===== src/rtl/dma_bw_pkg.sv =====
package dma_bw_pkg;

  localparam int CODE_W = 2;

  typedef enum logic [1:0] {
    REQ_RATE_AUTO  = 2'b00,
    REQ_FULL_AUTO  = 2'b01,
    REQ_EXTERNAL   = 2'b10,
    REQ_FIRST_AUTO = 2'b11
  } req_mode_e;

  typedef struct packed {
    logic [CODE_W-1:0] burst;
    logic [CODE_W-1:0] share;
  } bw_cfg_t;

endpackage


===== src/rtl/dma_bw_rst_sync.sv =====
module dma_bw_rst_sync #(
  parameter int STAGES = 2
) (
  input  logic clk,
  input  logic rst_n_in,
  output logic rst_n_out
);

  logic [STAGES-1:0] sync_q;
  logic [STAGES-1:0] sync_d;

  always_comb begin
    sync_d = {sync_q[STAGES-2:0], 1'b1};
  end

  always_ff @(posedge clk or negedge rst_n_in) begin
    if (!rst_n_in) begin
      sync_q <= '0;
    end else begin
      sync_q <= sync_d;
    end
  end

  assign rst_n_out = sync_q[STAGES-1];

endmodule


===== src/rtl/dma_bw_window.sv =====
module dma_bw_window
  import dma_bw_pkg::*;
#(
  parameter int BASE_LOG2 = 4,
  parameter int CNT_W     = 7
) (
  input  logic    clk,
  input  logic    rst_n,
  input  bw_cfg_t cfg_in,
  output bw_cfg_t cfg_act,
  output logic    win_last
);

  logic [CNT_W-1:0] win_q;
  logic [CNT_W-1:0] win_d;
  logic [CNT_W-1:0] len_m1;
  bw_cfg_t          cfg_q;
  bw_cfg_t          cfg_d;
  logic             cfg_en;
  logic             last_c;

  // Window length minus one for the active burst code
  always_comb begin
    len_m1 = CNT_W'((32'd1 << (BASE_LOG2 + int'(cfg_q.burst))) - 32'd1);
    last_c = (win_q == len_m1);
    win_d  = last_c ? '0 : win_q + CNT_W'(1);
    cfg_en = last_c;
    cfg_d  = cfg_in;
  end

  always_ff @(posedge clk or negedge rst_n) begin
    if (!rst_n) begin
      win_q <= '0;
      cfg_q <= '0;
    end else begin
      win_q <= win_d;
      if (cfg_en) begin
        cfg_q <= cfg_d;
      end
    end
  end

  assign cfg_act  = cfg_q;
  assign win_last = last_c;

endmodule


===== src/rtl/dma_bw_occupancy.sv =====
module dma_bw_occupancy
  import dma_bw_pkg::*;
#(
  parameter int BASE_LOG2 = 4,
  parameter int CNT_W     = 7
) (
  input  logic    clk,
  input  logic    rst_n,
  input  bw_cfg_t cfg_act,
  input  logic    win_last,
  input  logic    bus_busy,
  output logic    under_budget
);

  logic [CNT_W-1:0] busy_q;
  logic [CNT_W-1:0] busy_d;
  logic [CNT_W-1:0] budget;
  logic             busy_en;
  logic             under_c;

  always_comb begin
    budget  = CNT_W'((32'd1 << (BASE_LOG2 + int'(cfg_act.burst)))
                     >> (int'(cfg_act.share) + 1));
    under_c = (busy_q < budget);
    busy_en = win_last | (bus_busy & under_c);
    busy_d  = win_last ? '0 : busy_q + CNT_W'(1);
  end

  always_ff @(posedge clk or negedge rst_n) begin
    if (!rst_n) begin
      busy_q <= '0;
    end else if (busy_en) begin
      busy_q <= busy_d;
    end
  end

  assign under_budget = under_c;

endmodule


===== src/rtl/dma_bw_limiter.sv =====
module dma_bw_limiter
  import dma_bw_pkg::*;
#(
  parameter int BASE_LOG2   = 4,
  parameter int SYNC_STAGES = 2
) (
  input  logic       clk,
  input  logic       rst_n,
  input  logic [1:0] burst_code,
  input  logic [1:0] share_code,
  input  logic [1:0] req_mode,
  input  logic       bus_busy,
  output logic       req_permit
);

  localparam int NCODES = 1 << CODE_W;
  localparam int CNT_W  = BASE_LOG2 + NCODES - 1;

  logic    rst_sync_n;
  bw_cfg_t cfg_in;
  bw_cfg_t cfg_act;
  logic    win_last;
  logic    under_budget;
  logic    throttled_mode;

  dma_bw_rst_sync #(
    .STAGES (SYNC_STAGES)
  ) u_rst_sync (
    .clk       (clk),
    .rst_n_in  (rst_n),
    .rst_n_out (rst_sync_n)
  );

  always_comb begin
    cfg_in.burst = burst_code;
    cfg_in.share = share_code;
  end

  dma_bw_window #(
    .BASE_LOG2 (BASE_LOG2),
    .CNT_W     (CNT_W)
  ) u_window (
    .clk      (clk),
    .rst_n    (rst_sync_n),
    .cfg_in   (cfg_in),
    .cfg_act  (cfg_act),
    .win_last (win_last)
  );

  dma_bw_occupancy #(
    .BASE_LOG2 (BASE_LOG2),
    .CNT_W     (CNT_W)
  ) u_occupancy (
    .clk          (clk),
    .rst_n        (rst_sync_n),
    .cfg_act      (cfg_act),
    .win_last     (win_last),
    .bus_busy     (bus_busy),
    .under_budget (under_budget)
  );

  always_comb begin
    throttled_mode = (req_mode_e'(req_mode) == REQ_RATE_AUTO);
    req_permit     = !throttled_mode || under_budget;
  end

endmodule


===== config.mk =====
export PLATFORM = sky130hd
export DESIGN_NAME = dma_bw_limiter
export DESIGN_NICKNAME = d
export VERILOG_FILES = /design/src/rtl/dma_bw_pkg.sv /design/src/rtl/dma_bw_rst_sync.sv /design/src/rtl/dma_bw_window.sv /design/src/rtl/dma_bw_occupancy.sv /design/src/rtl/dma_bw_limiter.sv
export SDC_FILE = /design/constraint.sdc
export NUM_CORES = 1
export LEC_CHECK = 0
export ABC_AREA = 0
export BUFFER_PORTS_ARGS = -buffer_cell sky130_fd_sc_hd__buf_2
export CAP_MARGIN = 30
export CORE_ASPECT_RATIO = 0.5
export CORE_MARGIN = 4
export CORE_UTILIZATION = 40
export DETAILED_ROUTE_END_ITERATION = 10
export HOLD_SLACK_MARGIN = 0.08
export PLACE_DENSITY = 0.6
export SYNTH_ARGS = -nofsm -noshare
export SYNTH_HDL_FRONTEND = slang
export SYNTH_HIERARCHICAL = 1
export SYNTH_SLANG_ARGS = --single-unit

===== constraint.sdc =====
create_clock -name clk -period 5.45 [get_ports clk]
set_clock_uncertainty 0.05 [all_clocks]
set_input_delay 0.545 -clock clk [delete_from_list [all_inputs] [get_ports clk]]
set_output_delay 0.545 -clock clk [all_outputs]
set_load 0.01 [all_outputs]

Yosys cells after proc, flatten, opt, wreduce, memory -nomap -nowiden
Cells that the tools add are included.
{"block": "classes", "shift": 2, "div_mod_pow": 0, "muxes": 2, "n_mul": 0, "add_sub_neg": 5, "eq_ne": 1, "order_cmp": 1, "n_bitwise": 2, "reduce_logical": 3}
{"cell": "left shift 1 x 4 -> 32 bit, first input constant", "n": 1}
{"cell": "right shift 32 x 3 -> 7 bit", "n": 1}
{"cell": "adder 7 x 1 -> 7 bit, second input constant", "n": 2}
{"cell": "two-way mux 7 bit", "n": 2}
{"cell": "== test 7 bit", "n": 1}
{"cell": "< comparator 7 bit", "n": 1}
{"cell": "subtractor 7 x 1 -> 7 bit, second input constant", "n": 1}
{"cell": "adder 3 x 2 -> 4 bit, first input constant", "n": 1}
{"cell": "adder 2 x 1 -> 3 bit, second input constant", "n": 1}
{"cell": "zero test 2 bit", "n": 1}
{"cell": "AND 1 bit", "n": 1}
{"cell": "zero test 1 bit", "n": 1}
{"cell": "logical OR 1 bit", "n": 1}
{"cell": "OR 1 bit", "n": 1}
{"block": "word_totals", "latch_bits": 0, "wordCells": 21, "mem_bits_rw": 0, "inputBits": 9, "mem_bits_ro": 0, "mem_count": 0, "ff_bits": 20}

Depth between registers and ports, before layout
{"block": "depth", "depth_word": 6, "mapped_depth": 9, "depth_no_buf": 9}

Hierarchy
Netlist, hierarchy kept.
{"mod": "dma_bw_occupancy", "seq_area_each_um2": 175.2, "area_each_um2": 715.7, "cells_each": 78, "instances": 1}
{"mod": "dma_bw_window", "seq_area_each_um2": 275.3, "area_each_um2": 515.5, "cells_each": 43, "instances": 1}
{"mod": "dma_bw_rst_sync", "seq_area_each_um2": 50.0, "area_each_um2": 53.8, "cells_each": 3, "instances": 1}
{"mod": "dma_bw_limiter", "seq_area_each_um2": 0.0, "area_each_um2": 6.3, "cells_each": 1, "instances": 1}

Worst setup path before layout
Ideal clock, no wire load.
{"block": "synth_path", "path_kind": "register to output", "start": "register u_window.cfg_q, in the netlist u_window/cfg_act[2]", "end": "output port req_permit", "path_buffers": 1, "arrival_time_ps": 2283, "setup_slack_ps": 2572, "stages_incl_launch_ff": 8, "cell_sequence": "dfrtp_1 > and2b_4 > or4_1 > ha_1 > and4_1 > clkbuf_1 > a21oi_1 > or3_1"}
{"block": "synth_between", "elab_chain_len": 5}
{"element": "from (decl)", "line_no": "dma_bw_window.sv:17", "source": "bw_cfg_t cfg_q;"}
{"element": "from (signal assigned)", "line_no": "dma_bw_window.sv:38", "source": "cfg_q <= cfg_d;"}
{"element": "adder 3 x 2 -> 4 bit", "line_no": "dma_bw_occupancy.sv:22", "source": "budget = CNT_W'((32'd1 << (BASE_LOG2 + int'(cfg_act.burst)))"}
{"element": "left shift 1 x 4 -> 32 bit"}
{"element": "right shift 32 x 3 -> 7 bit", "line_no": "dma_bw_occupancy.sv:22"}
{"element": "< comparator 7 bit", "line_no": "dma_bw_occupancy.sv:24", "source": "under_c = (busy_q < budget);"}
{"element": "net under_budget", "line_no": "dma_bw_limiter.sv:23", "source": "logic under_budget;"}
{"element": "logical OR 1 bit", "line_no": "dma_bw_limiter.sv:64", "source": "req_permit = !throttled_mode || under_budget;"}
{"element": "to (decl)", "line_no": "dma_bw_limiter.sv:13", "source": "output logic req_permit"}
The timed path passes the listed nets, and every way through them passes these cells.

Worst setup path in the final report
Ends and elaborated chain as after synthesis.

==> qor.csv <==
metric;value;unit
status;complete, no violations;
crit_start;u_window/cfg_act[2];
crit_family;simple AND/OR/NAND/NOR gates;
fin_total_pwr;0.528;mW
stdcell_count;177;
path_buf_inv;1;
grt-ovfl-total;0;
routed_via_density;5.11;
start_util;0.424;
antenna_found_initial;0;
synth_edf_count;0;
finalCritPeriodShare;0.603;
cp_max_fo;8;
synth_largest_area_cell;dfrtp_1;
syn_area;1290;um^2
vdd_drop_max;0.140;mV
grt_pass1_wl;3.82;mm
worst-path-stages;7;
core_area;3050;um^2
dpl_worst_slack;2450;ps
place_inst;172;
max_freq;0.304;GHz
cp-start-kind;flip-flop;
r2r-end;u_occupancy/busy_q[5];
setup.worst_path.end;req_permit;
gp_congestion;0.768;
floorplan.die_area;4260;um^2
cpMaxStageDelayCell;or4_1;
finalSetupViolations;0;
r2r-start;u_window/cfg_act[2];
ios;10;
ys_types;41;
power_leakage;0.640;nW
top_layer;met4;
hold_violations;0;
num_rows;14;
track_usage;0.120;
fin_nets;155;
met2_wirelength;958;um
m1WireLength;1.12;mm
first_pass_iters;4;
slew_headroom;0.507;
root_buffer;clkbuf_8;
layout-drive-gt1-share;0.212;
synth_cells;125;
clockBufferDepth;2;
critical_path.cell_chain;and2b_4 > or4_1 > ha_1 > and4_1 > a21oi_1 > or3_1 > buf_2;
synth_top_area_frac;0.388;
cts_resized;0;
reg2regPathDepth;7;
htreeDepth;1;
fin_tns_setup;0;ps
wl;2.19;mm
hpwl;1.64;mm
fin_ws;2160;ps
drtIter0Drc;33;
final_antenna_net_count;0;
die_w;88.4;um
synth_area_leaders;dfrtp_1, ha_1, mux2_1;
synth.avg_cell_area;10.3;um^2
antenna_cells;0;
numCtsBuffers;3;
cts.clk_slew.worst_paths;80;ps
synthesis.yosys.warnings;6;
clk-insertion-delay-late;260;ps
tightest_slew;739;ps
synthFlopType;dfrtp_1;
area_growth_syn_to_layout;11.8;%
slew_viol_final;0;
slowest_delay;520;ps
grt_pass1_vias;851;
endpoint_kind;output pin;
rsz0062_at_grt;false;
vias;904;
arrival;2690;ps
grt_max_degree;21;
cts_tree;done;
wl_per_cell;12.4;um
die_h;48.2;um
ys_ff_latch;20;
crit_required;4860;ps
async_flop_share;1.00;
maxCapViolCount;0;
portBuffers;9;
powerDensity;366;nW/um^2
syn_nets;142;
post_cts_buffers;0;
hold_path_class;reg2async;
layout_min_cycle_time;3290;ps
regToRegSetupSlack;2780;ps
drc_errors;0;
criticalPathCategory;reg2out;
dr_wl_met3;84;um
cts_sinks;20;
ys_seq_area_frac;0.388;
==> cell families after synthesis <==
logic type	count (synthesis)	synth area share
xor+xnor	5	0.0339
fa+ha+maj	8	0.0775
other cells	1	0.00290
compound gates	19	0.130
flops	20	0.388
buf+inv	7	0.0223
mux	11	0.101
simple gates	54	0.245
==> cell usage in the layout, fill, tap and decap left out, drive strengths merged, types with 4 or more instances in the layout <==
cell type,n
dfrtp,20
nor2,14
nor2b,10
mux2,10
buf,9
nand2,9
ha,8
a21oi,5
inv,5
a211oi,5
clkbuf,4
xor2,4
o21ai,4
==> worst min-delay path by stage <==
stage / start / to / slack (ps) / cells past startpoint
2_1_floorplan: u_rst_sync/sync_q[1] / u_occupancy/busy_q[0] / 180 / 0
4_1_cts: u_rst_sync/sync_q[1] / u_occupancy/busy_q[4] / 300 / 0
6_report: u_rst_sync/sync_q[1] / u_occupancy/busy_q[4] / 260 / 0
3_3_place_gp: rst_n / u_rst_sync/sync_q[0] / 280 / 1
3_5_place_dp: rst_n / u_rst_sync/sync_q[0] / 280 / 1
5_1_grt: u_rst_sync/sync_q[0] / u_rst_sync/sync_q[1] / 310 / 0
==> flip-flops by register name, indices dropped and copies added, names as in the netlist <==
signal / count
u_window/cfg_act: 4
u_window/win_q: 7
u_rst_sync/sync_q: 2
u_occupancy/busy_q: 7
==> through the flow <==
step	util	area [um^2]	hold slack, ps
6_report	0.474	1440	261
3_5_place_dp	0.452	1380	282
4_1_cts	0.474	1440	299
2_1_floorplan	-	1290	177
3_3_place_gp	0.452	1380	280
5_1_grt	0.474	1440	309
==> final cells by class <==
cell class / count / area, um^2
repair buffers: 10 / 55.1
fillers: 291 / 1600
well taps: 40 / 50.0
multi-input cells: 98 / 762
inverters: 5 / 21.3
clock buffers: 4 / 55.1
flip-flops and latches: 20 / 500
==> timing repair <==
action,CTS,global route
setup endpoints to repair,0,0
hold endpoints to repair,2,0
hold buffers,1,0
==> layer usage <==
| metal | GRT usage | vias to the layer above |
|---|---|---|
| met5 | 0 | - |
| met4 | 0.0331 | 0 |
| met3 | 0.0354 | 2 |
| met2 | 0.198 | 13 |
| met1 | 0.160 | 421 |
| li1 | - | 468 |
==> Yosys cell counts (3+ instances only) <==
library cell  count
nand4_1           3
ha_1              8
nand2b_1          3
nor2b_1           8
dfrtp_1          20
mux2_1            8
nor2_1           13
a21oi_1           4
a211oi_1          4
xor2_1            4
inv_1             4
nand2_1           9
==> power breakdown <==
| group | total [mW] | internal [mW] | switching, mW | leakage, nW |
|---|---|---|---|---|
| clock network | 0.115 | 0.0643 | 0.0503 | 0.0288 |
| registers | 0.212 | 0.173 | 0.0390 | 0.242 |
| logic | 0.201 | 0.0933 | 0.108 | 0.369 |
(Power assumes the default switching activity.)
